--- config.mk ---
export PLATFORM = sky130hd
export DESIGN_NAME = dispram_ctrl
export DESIGN_NICKNAME = d
export VERILOG_FILES = /design/src/rtl/disp_pkg.sv /design/src/rtl/disp_cmd_decode.sv /design/src/rtl/disp_blank_code.sv /design/src/rtl/disp_nibble_merge.sv /design/src/rtl/dispram_ctrl.sv
export SDC_FILE = /design/constraint.sdc
export NUM_CORES = 1
export LEC_CHECK = 0
export BUFFER_PORTS_ARGS = -buffer_cell sky130_fd_sc_hd__buf_2
export CAP_MARGIN = 20
export CELL_PAD_IN_SITES_DETAIL_PLACEMENT = 1
export CELL_PAD_IN_SITES_GLOBAL_PLACEMENT = 2
export CORE_MARGIN = 2
export CORE_UTILIZATION = 42
export CTS_CLUSTER_DIAMETER = 200
export DETAILED_ROUTE_END_ITERATION = 6
export GPL_TIMING_DRIVEN = 0
export PLACE_DENSITY = 0.8
export SLEW_MARGIN = 40
export SYNTH_ARGS = -nofsm -noshare
export SYNTH_HDL_FRONTEND = slang
export SYNTH_HIERARCHICAL = 1
export SYNTH_SLANG_ARGS = --single-unit
export TNS_END_PERCENT = 50
--- constraint.sdc ---
create_clock -name clk -period 2.71 [get_ports clk]
set_input_delay 0.1355 -clock clk [delete_from_list [all_inputs] [get_ports clk]]
set_output_delay 0.1355 -clock clk [all_outputs]
set_load 0.01 [all_outputs]
--- src/rtl/disp_pkg.sv ---
package disp_pkg;
    localparam int ADDR_W = 4;
    localparam int DEPTH  = 1 << ADDR_W;
    localparam int DATA_W = 8;
    localparam int NIB_N  = 2;
    localparam int NIB_W  = DATA_W / NIB_N;
    localparam int SEL_W  = 2;

    localparam logic [2:0] OP_RD   = 3'b011;
    localparam logic [2:0] OP_WR   = 3'b100;
    localparam logic [2:0] OP_MASK = 3'b101;
    localparam logic [2:0] OP_CLR  = 3'b110;

    typedef enum logic [1:0] {
        ACC_NONE = 2'd0,
        ACC_RD   = 2'd1,
        ACC_WR   = 2'd2
    } acc_e;

    typedef struct packed {
        logic              rd_sel;
        logic              wr_sel;
        logic              mask_sel;
        logic              clr_sel;
        logic              ai;
        logic [ADDR_W-1:0] addr;
        logic [NIB_N-1:0]  inh;
        logic [NIB_N-1:0]  blk;
        logic              fill;
        logic              fifo_clr;
        logic [SEL_W-1:0]  code_sel;
    } cmd_t;
endpackage

--- src/rtl/disp_cmd_decode.sv ---
module disp_cmd_decode
    import disp_pkg::*;
(
    input  logic [DATA_W-1:0] cmd_byte,
    output cmd_t              dec
);
    logic [2:0] op;

    always_comb begin
        op           = cmd_byte[7:5];
        dec.rd_sel   = (op == OP_RD);
        dec.wr_sel   = (op == OP_WR);
        dec.mask_sel = (op == OP_MASK);
        dec.clr_sel  = (op == OP_CLR);
        dec.ai       = cmd_byte[4];
        dec.addr     = cmd_byte[ADDR_W-1:0];
        // mask command: [3] protect high, [2] protect low, [1] blank high, [0] blank low
        dec.inh      = {cmd_byte[3], cmd_byte[2]};
        dec.blk      = {cmd_byte[1], cmd_byte[0]};
        // clear command: [4] fill, [3:2] code select, [1] queue clear, [0] fill + queue clear
        dec.fill     = cmd_byte[4] | cmd_byte[0];
        dec.fifo_clr = cmd_byte[1] | cmd_byte[0];
        dec.code_sel = cmd_byte[3:2];
    end
endmodule

--- src/rtl/disp_blank_code.sv ---
module disp_blank_code
    import disp_pkg::*;
(
    input  logic [SEL_W-1:0]  sel,
    output logic [DATA_W-1:0] code
);
    always_comb begin
        case (sel)
            2'b10:   code = DATA_W'(8'h20);
            2'b11:   code = {DATA_W{1'b1}};
            default: code = '0;
        endcase
    end
endmodule

--- src/rtl/disp_nibble_merge.sv ---
module disp_nibble_merge #(
    parameter int NW = 4,
    parameter int NN = 2
) (
    input  logic [NW*NN-1:0] keep_val,
    input  logic [NW*NN-1:0] new_val,
    input  logic [NN-1:0]    keep,
    output logic [NW*NN-1:0] merged
);
    for (genvar g = 0; g < NN; g++) begin : g_nib
        assign merged[g*NW +: NW] = keep[g] ? keep_val[g*NW +: NW] : new_val[g*NW +: NW];
    end
endmodule

--- src/rtl/dispram_ctrl.sv ---
module dispram_ctrl
    import disp_pkg::*;
(
    input  logic              clk,
    input  logic              rst_n,
    input  logic              cpu_a0,
    input  logic              cpu_wr,
    input  logic              cpu_rd,
    input  logic [DATA_W-1:0] cpu_din,
    output logic [DATA_W-1:0] cpu_dout,
    output logic              disp_busy,
    output logic              fifo_clr_req,
    input  logic [ADDR_W-1:0] scan_addr,
    output logic [DATA_W-1:0] scan_data
);
    typedef struct packed {
        logic [DEPTH-1:0][DATA_W-1:0] mem;
        logic [ADDR_W-1:0]            addr;
        logic                         ai;
        acc_e                         mode;
        logic [NIB_N-1:0]             inh;
        logic [NIB_N-1:0]             blk;
        logic [SEL_W-1:0]             code_sel;
        logic                         du;
        logic [ADDR_W-1:0]            fill_ptr;
        logic [DATA_W-1:0]            dout;
        logic                         fifo_clr;
    } state_t;

    state_t            st_d, st_q;
    cmd_t              dec;
    logic [DATA_W-1:0] blank_code;
    logic [DATA_W-1:0] cur_byte;
    logic [DATA_W-1:0] wr_byte;
    logic              cmd_stb;
    logic              data_wr;
    logic              data_rd;

    disp_cmd_decode u_dec (
        .cmd_byte (cpu_din),
        .dec      (dec)
    );

    disp_blank_code u_code (
        .sel  (st_q.code_sel),
        .code (blank_code)
    );

    assign cur_byte = st_q.mem[st_q.addr];

    // processor write path: protected nibbles keep the stored value
    disp_nibble_merge #(.NW(NIB_W), .NN(NIB_N)) u_inh (
        .keep_val (cur_byte),
        .new_val  (cpu_din),
        .keep     (st_q.inh),
        .merged   (wr_byte)
    );

    // scan path: blanked nibbles show the blank code
    disp_nibble_merge #(.NW(NIB_W), .NN(NIB_N)) u_blk (
        .keep_val (blank_code),
        .new_val  (st_q.mem[scan_addr]),
        .keep     (st_q.blk),
        .merged   (scan_data)
    );

    assign cmd_stb = cpu_wr & cpu_a0;
    assign data_wr = cpu_wr & ~cpu_a0 & ~st_q.du & (st_q.mode == ACC_WR);
    assign data_rd = cpu_rd & ~cpu_a0 & ~st_q.du & (st_q.mode == ACC_RD);

    always_comb begin
        st_d          = st_q;
        st_d.fifo_clr = 1'b0;

        if (st_q.du) begin
            st_d.mem[st_q.fill_ptr] = blank_code;
            st_d.fill_ptr           = st_q.fill_ptr + 1'b1;
            if (st_q.fill_ptr == ADDR_W'(DEPTH - 1)) begin
                st_d.du = 1'b0;
            end
        end

        if (data_wr) begin
            st_d.mem[st_q.addr] = wr_byte;
            if (st_q.ai) begin
                st_d.addr = st_q.addr + 1'b1;
            end
        end

        if (data_rd) begin
            st_d.dout = cur_byte;
            if (st_q.ai) begin
                st_d.addr = st_q.addr + 1'b1;
            end
        end

        if (cmd_stb) begin
            if (dec.rd_sel || dec.wr_sel) begin
                st_d.mode = dec.rd_sel ? ACC_RD : ACC_WR;
                st_d.addr = dec.addr;
                st_d.ai   = dec.ai;
            end
            if (dec.mask_sel) begin
                st_d.inh = dec.inh;
                st_d.blk = dec.blk;
            end
            if (dec.clr_sel) begin
                st_d.code_sel = dec.code_sel;
                st_d.fifo_clr = dec.fifo_clr;
                if (dec.fill) begin
                    st_d.du       = 1'b1;
                    st_d.fill_ptr = '0;
                end
            end
        end
    end

    always_ff @(posedge clk) begin
        if (!rst_n) begin
            st_q <= '{mem: '0, addr: '0, ai: 1'b0, mode: ACC_NONE, inh: '0,
                      blk: '0, code_sel: '0, du: 1'b0, fill_ptr: '0,
                      dout: '0, fifo_clr: 1'b0};
        end else begin
            st_q <= st_d;
        end
    end

    assign cpu_dout     = st_q.dout;
    assign disp_busy    = st_q.du;
    assign fifo_clr_req = st_q.fifo_clr;
endmodule

==> out/metrics.cfg <==
[outcome]
status=finished, final reports clean

[critical_path]
crit_fanout=10
crit_chain=buf_6, buf_6, buf_6, mux4_2, mux2i_4, o21ai_1, mux2_4, buf_4, nor2_1, a211oi_1
required_ns=3.01
cpPeakStageDelay_ns=0.41
start_kind=flip-flop
slowest_stage=mux4_2
cp.arrival_ns=3.00
cpMostUsedCell=buf_6
regToRegSetupSlack_ns=0.008
crit_type=flip-flop to flip-flop
critPathCaptureType=flip-flop

[timing]
fin_crit_ns=2.70
finClkSkew_ns=0.0151
worst_pin_slew_ns=0.919
maxSlewViolCount=0
setup_viol=0
post-route-period-util_pct=99.7
maxSlewHeadroom_pct=38.5
hold_viol_final=0
fmax_mhz=370

[clocking]
cts_tree=yes
clk_path_buf_depth=2
ctsHoldBuffers=0
clk_pin_slew_ns=0.07
cts_sinks=155
cts_buffers=17
cts_htree_levels=4
clock-root-buffer=clkbuf_16
clk_latency_ns=0.44

[yosys]
syn_inst=934
synth_area_leaders=dfxtp_1, mux4_2, mux2i_1
synth_seq_cells=155
synthArstFlopShare_pct=0
syn_avg_cell_area_sq_um=10.5
synth_compound_area_share_pct=13.4
synthAdderAreaFrac_pct=1.02
synth_edf_count=0
synthSimpleGateAreaFrac_pct=12.6
synth-xor-area-share_pct=0.536
synth_largest_area_cell=dfxtp_1
synth_top_family_by_area=multiplexers
ys_seq_area_share_pct=31.6
synth_top_area_share_pct=31.6
yosys_warnings=6
synth_nets=959
netlist_area_sq_um=9810
synthMuxAreaShare_pct=33.1
synth_ff_type=dfxtp_1
yosysUniqueCellTypes=44

[pwr]
leakagePower_nw=4.59
peakVddDrop_mv=0.328
total_power_mw=5.09
power.density_nw_per_um2=452

[layout]
area_growth_pct=14.7
diodes=0
n_fill_cell=2492
instances_no_fill=1319
layout-drive-gt1-share_pct=27.0
finalNetCount=1019

[floorplanning]
fp.dieW_um=157
pin_count=35
die_area_sq_um=24600
die_h_um=157
start_util_pct=43.1
num_rows=55
core_area_sq_um=22800

[job]
max_cap_viol_count=0

[drt]
ant_nets=0
num_vias=8507
via_per_inst=6.45
routed_wirelength_um=40100
drc=0
drt-initial-drc-count=798
firstDrtPassIters=7
wl_per_cell_um=30.4

[global_routing]
grt_use_total_pct=33.5
grt-ovfl-total=0
antenna_found_initial=0
grt_pass1_vias=8419
grt_max_degree=17
grt_pass1_wl_um=58500

[place]
port_buffers=29
gp_congestion=1.06
place_inst=1276
dp_hpwl_um=30100

[worst_hold_path]
min-delay-path-class=primary input to flip-flop

final timing paths:
| check | startpoint | endpoint | cells after the start |
|---|---|---|---|
| setup reg to reg | st_q[24] | st_q[32] | 10 |
| hold / removal | cpu_din[1] | fifo_clr_req | 4 |
| hold reg to reg | st_q[14] | st_q[14] | 2 |
| setup / recovery | st_q[24] | st_q[32] | 10 |
routing by layer:
layer	global-route usage [%]	share of wire, %	up-vias
met2	49.6	44	436
li1	-	-	3643
met3	6.70	7.8	90
met5	0	0	-
met4	17.9	5.1	0
met1	46.0	43	4338
registers in the layout (all words and copies together), names as in the netlist:
| signal | flops |
|---|---|
| st_q | 145 |
| fifo_clr_req | 1 |
| cpu_dout | 8 |
| disp_busy | 1 |
cell type report:
class,instances,area (sq um),area share [%]
Multi-Input combinational cell,644,6050,53.8
Sequential cell,155,3100,27.6
Buffer,121,826,7.34
Clock buffer,20,437,3.88
Tap cell,313,392,3.48
Timing Repair Buffer,49,295,2.63
Clock inverter,11,121,1.08
Inverter,6,22.5,0.200
kinds of logic after synthesis:
kind of cell,Yosys count
AOI/OAI and AO/OA,177
xor gates and xnor gates,6
adders and majority gates,8
buffers and inverters,135
DFF,155
muxes,232
and+or+nand+nor,221
worst max-delay path: cells and delay by family (launching register included):
kind	cells	cell delay, ns
buffers and inverters	4	0.76
muxes	3	1.03
AOI/OAI and AO/OA	2	0.22
and+or+nand+nor	1	0.12
DFF	1	0.40
timing repair:
item / CTS / global route
buffers inserted: 7 / 12
pin swaps: 0 / 0
gates resized for setup: 56 / 8
endpoints found under the setup margin: 128 / 68
cloned: 0 / 0
cell usage after synthesis, drive strengths merged (9+ instances only):
cell and number:
mux4 72, dfxtp 155, nand4 23, clkbuf 43
o211ai 9, mux2 16, nor2 149, nand2 10
o21ai 13, mux2i 144, buf 86, a211oi 128
power breakdown:
part,internal [mW],switching (mW)
clock,1.35,1.04
sequential,2.28,0.0106
combinational,0.140,0.266
total,3.77,1.31
cell usage in the layout (no fill, tap or decap), types with 3 or more instances in the layout:
cell       netlist  final
a211oi_1       128    128
a21oi_1          8      8
a221o_1          8      8
a22o_1           8      8
and3b_1          4      4
buf_1           19      8
buf_2           23     49
buf_4           29     51
buf_6           14     14
buf_8            1      3
clkbuf_1        37     33
clkbuf_16        0     17
clkbuf_2         6      6
clkbuf_8         0      6
clkinv_2         0      4
dfxtp_1        155    155
ha_1             8      8
inv_1            6      6
mux2_2          16      8
mux2_4           0      8
mux2i_1        144    136
mux2i_4          0      6
mux4_2          72     72
nand2_1         10     10
nand2b_1         8      8
nand3_1          3      3
nand4_1         13     13
nand4_4         10     10
nand4b_1         8      8
nor2_1         148    148
nor4bb_1         3      3
o211ai_1         9      9
o21ai_0         13      7
o21ai_1          0      6
xor2_1           4      4
through the flow:
step / worst slack [ns] / hold WS (ns) / TNS [ns] / utilization [%] / cell area (sq um)
floorplan: 0.365 / 0.309 / 0 / - / 9810
global placement: -1.23 / 0.478 / -86.55 / 45.4 / 10300
detailed placement: -1.17 / 0.490 / -90.09 / 45.4 / 10300
CTS: 0.0388 / 0.0838 / 0 / 48.8 / 11100
global route: -0.0128 / 0.0929 / -0.0524 / 49.4 / 11200
finish: 0.00751 / 0.0788 / 0 / 49.4 / 11200
Power figures use the tool's default switching activity.
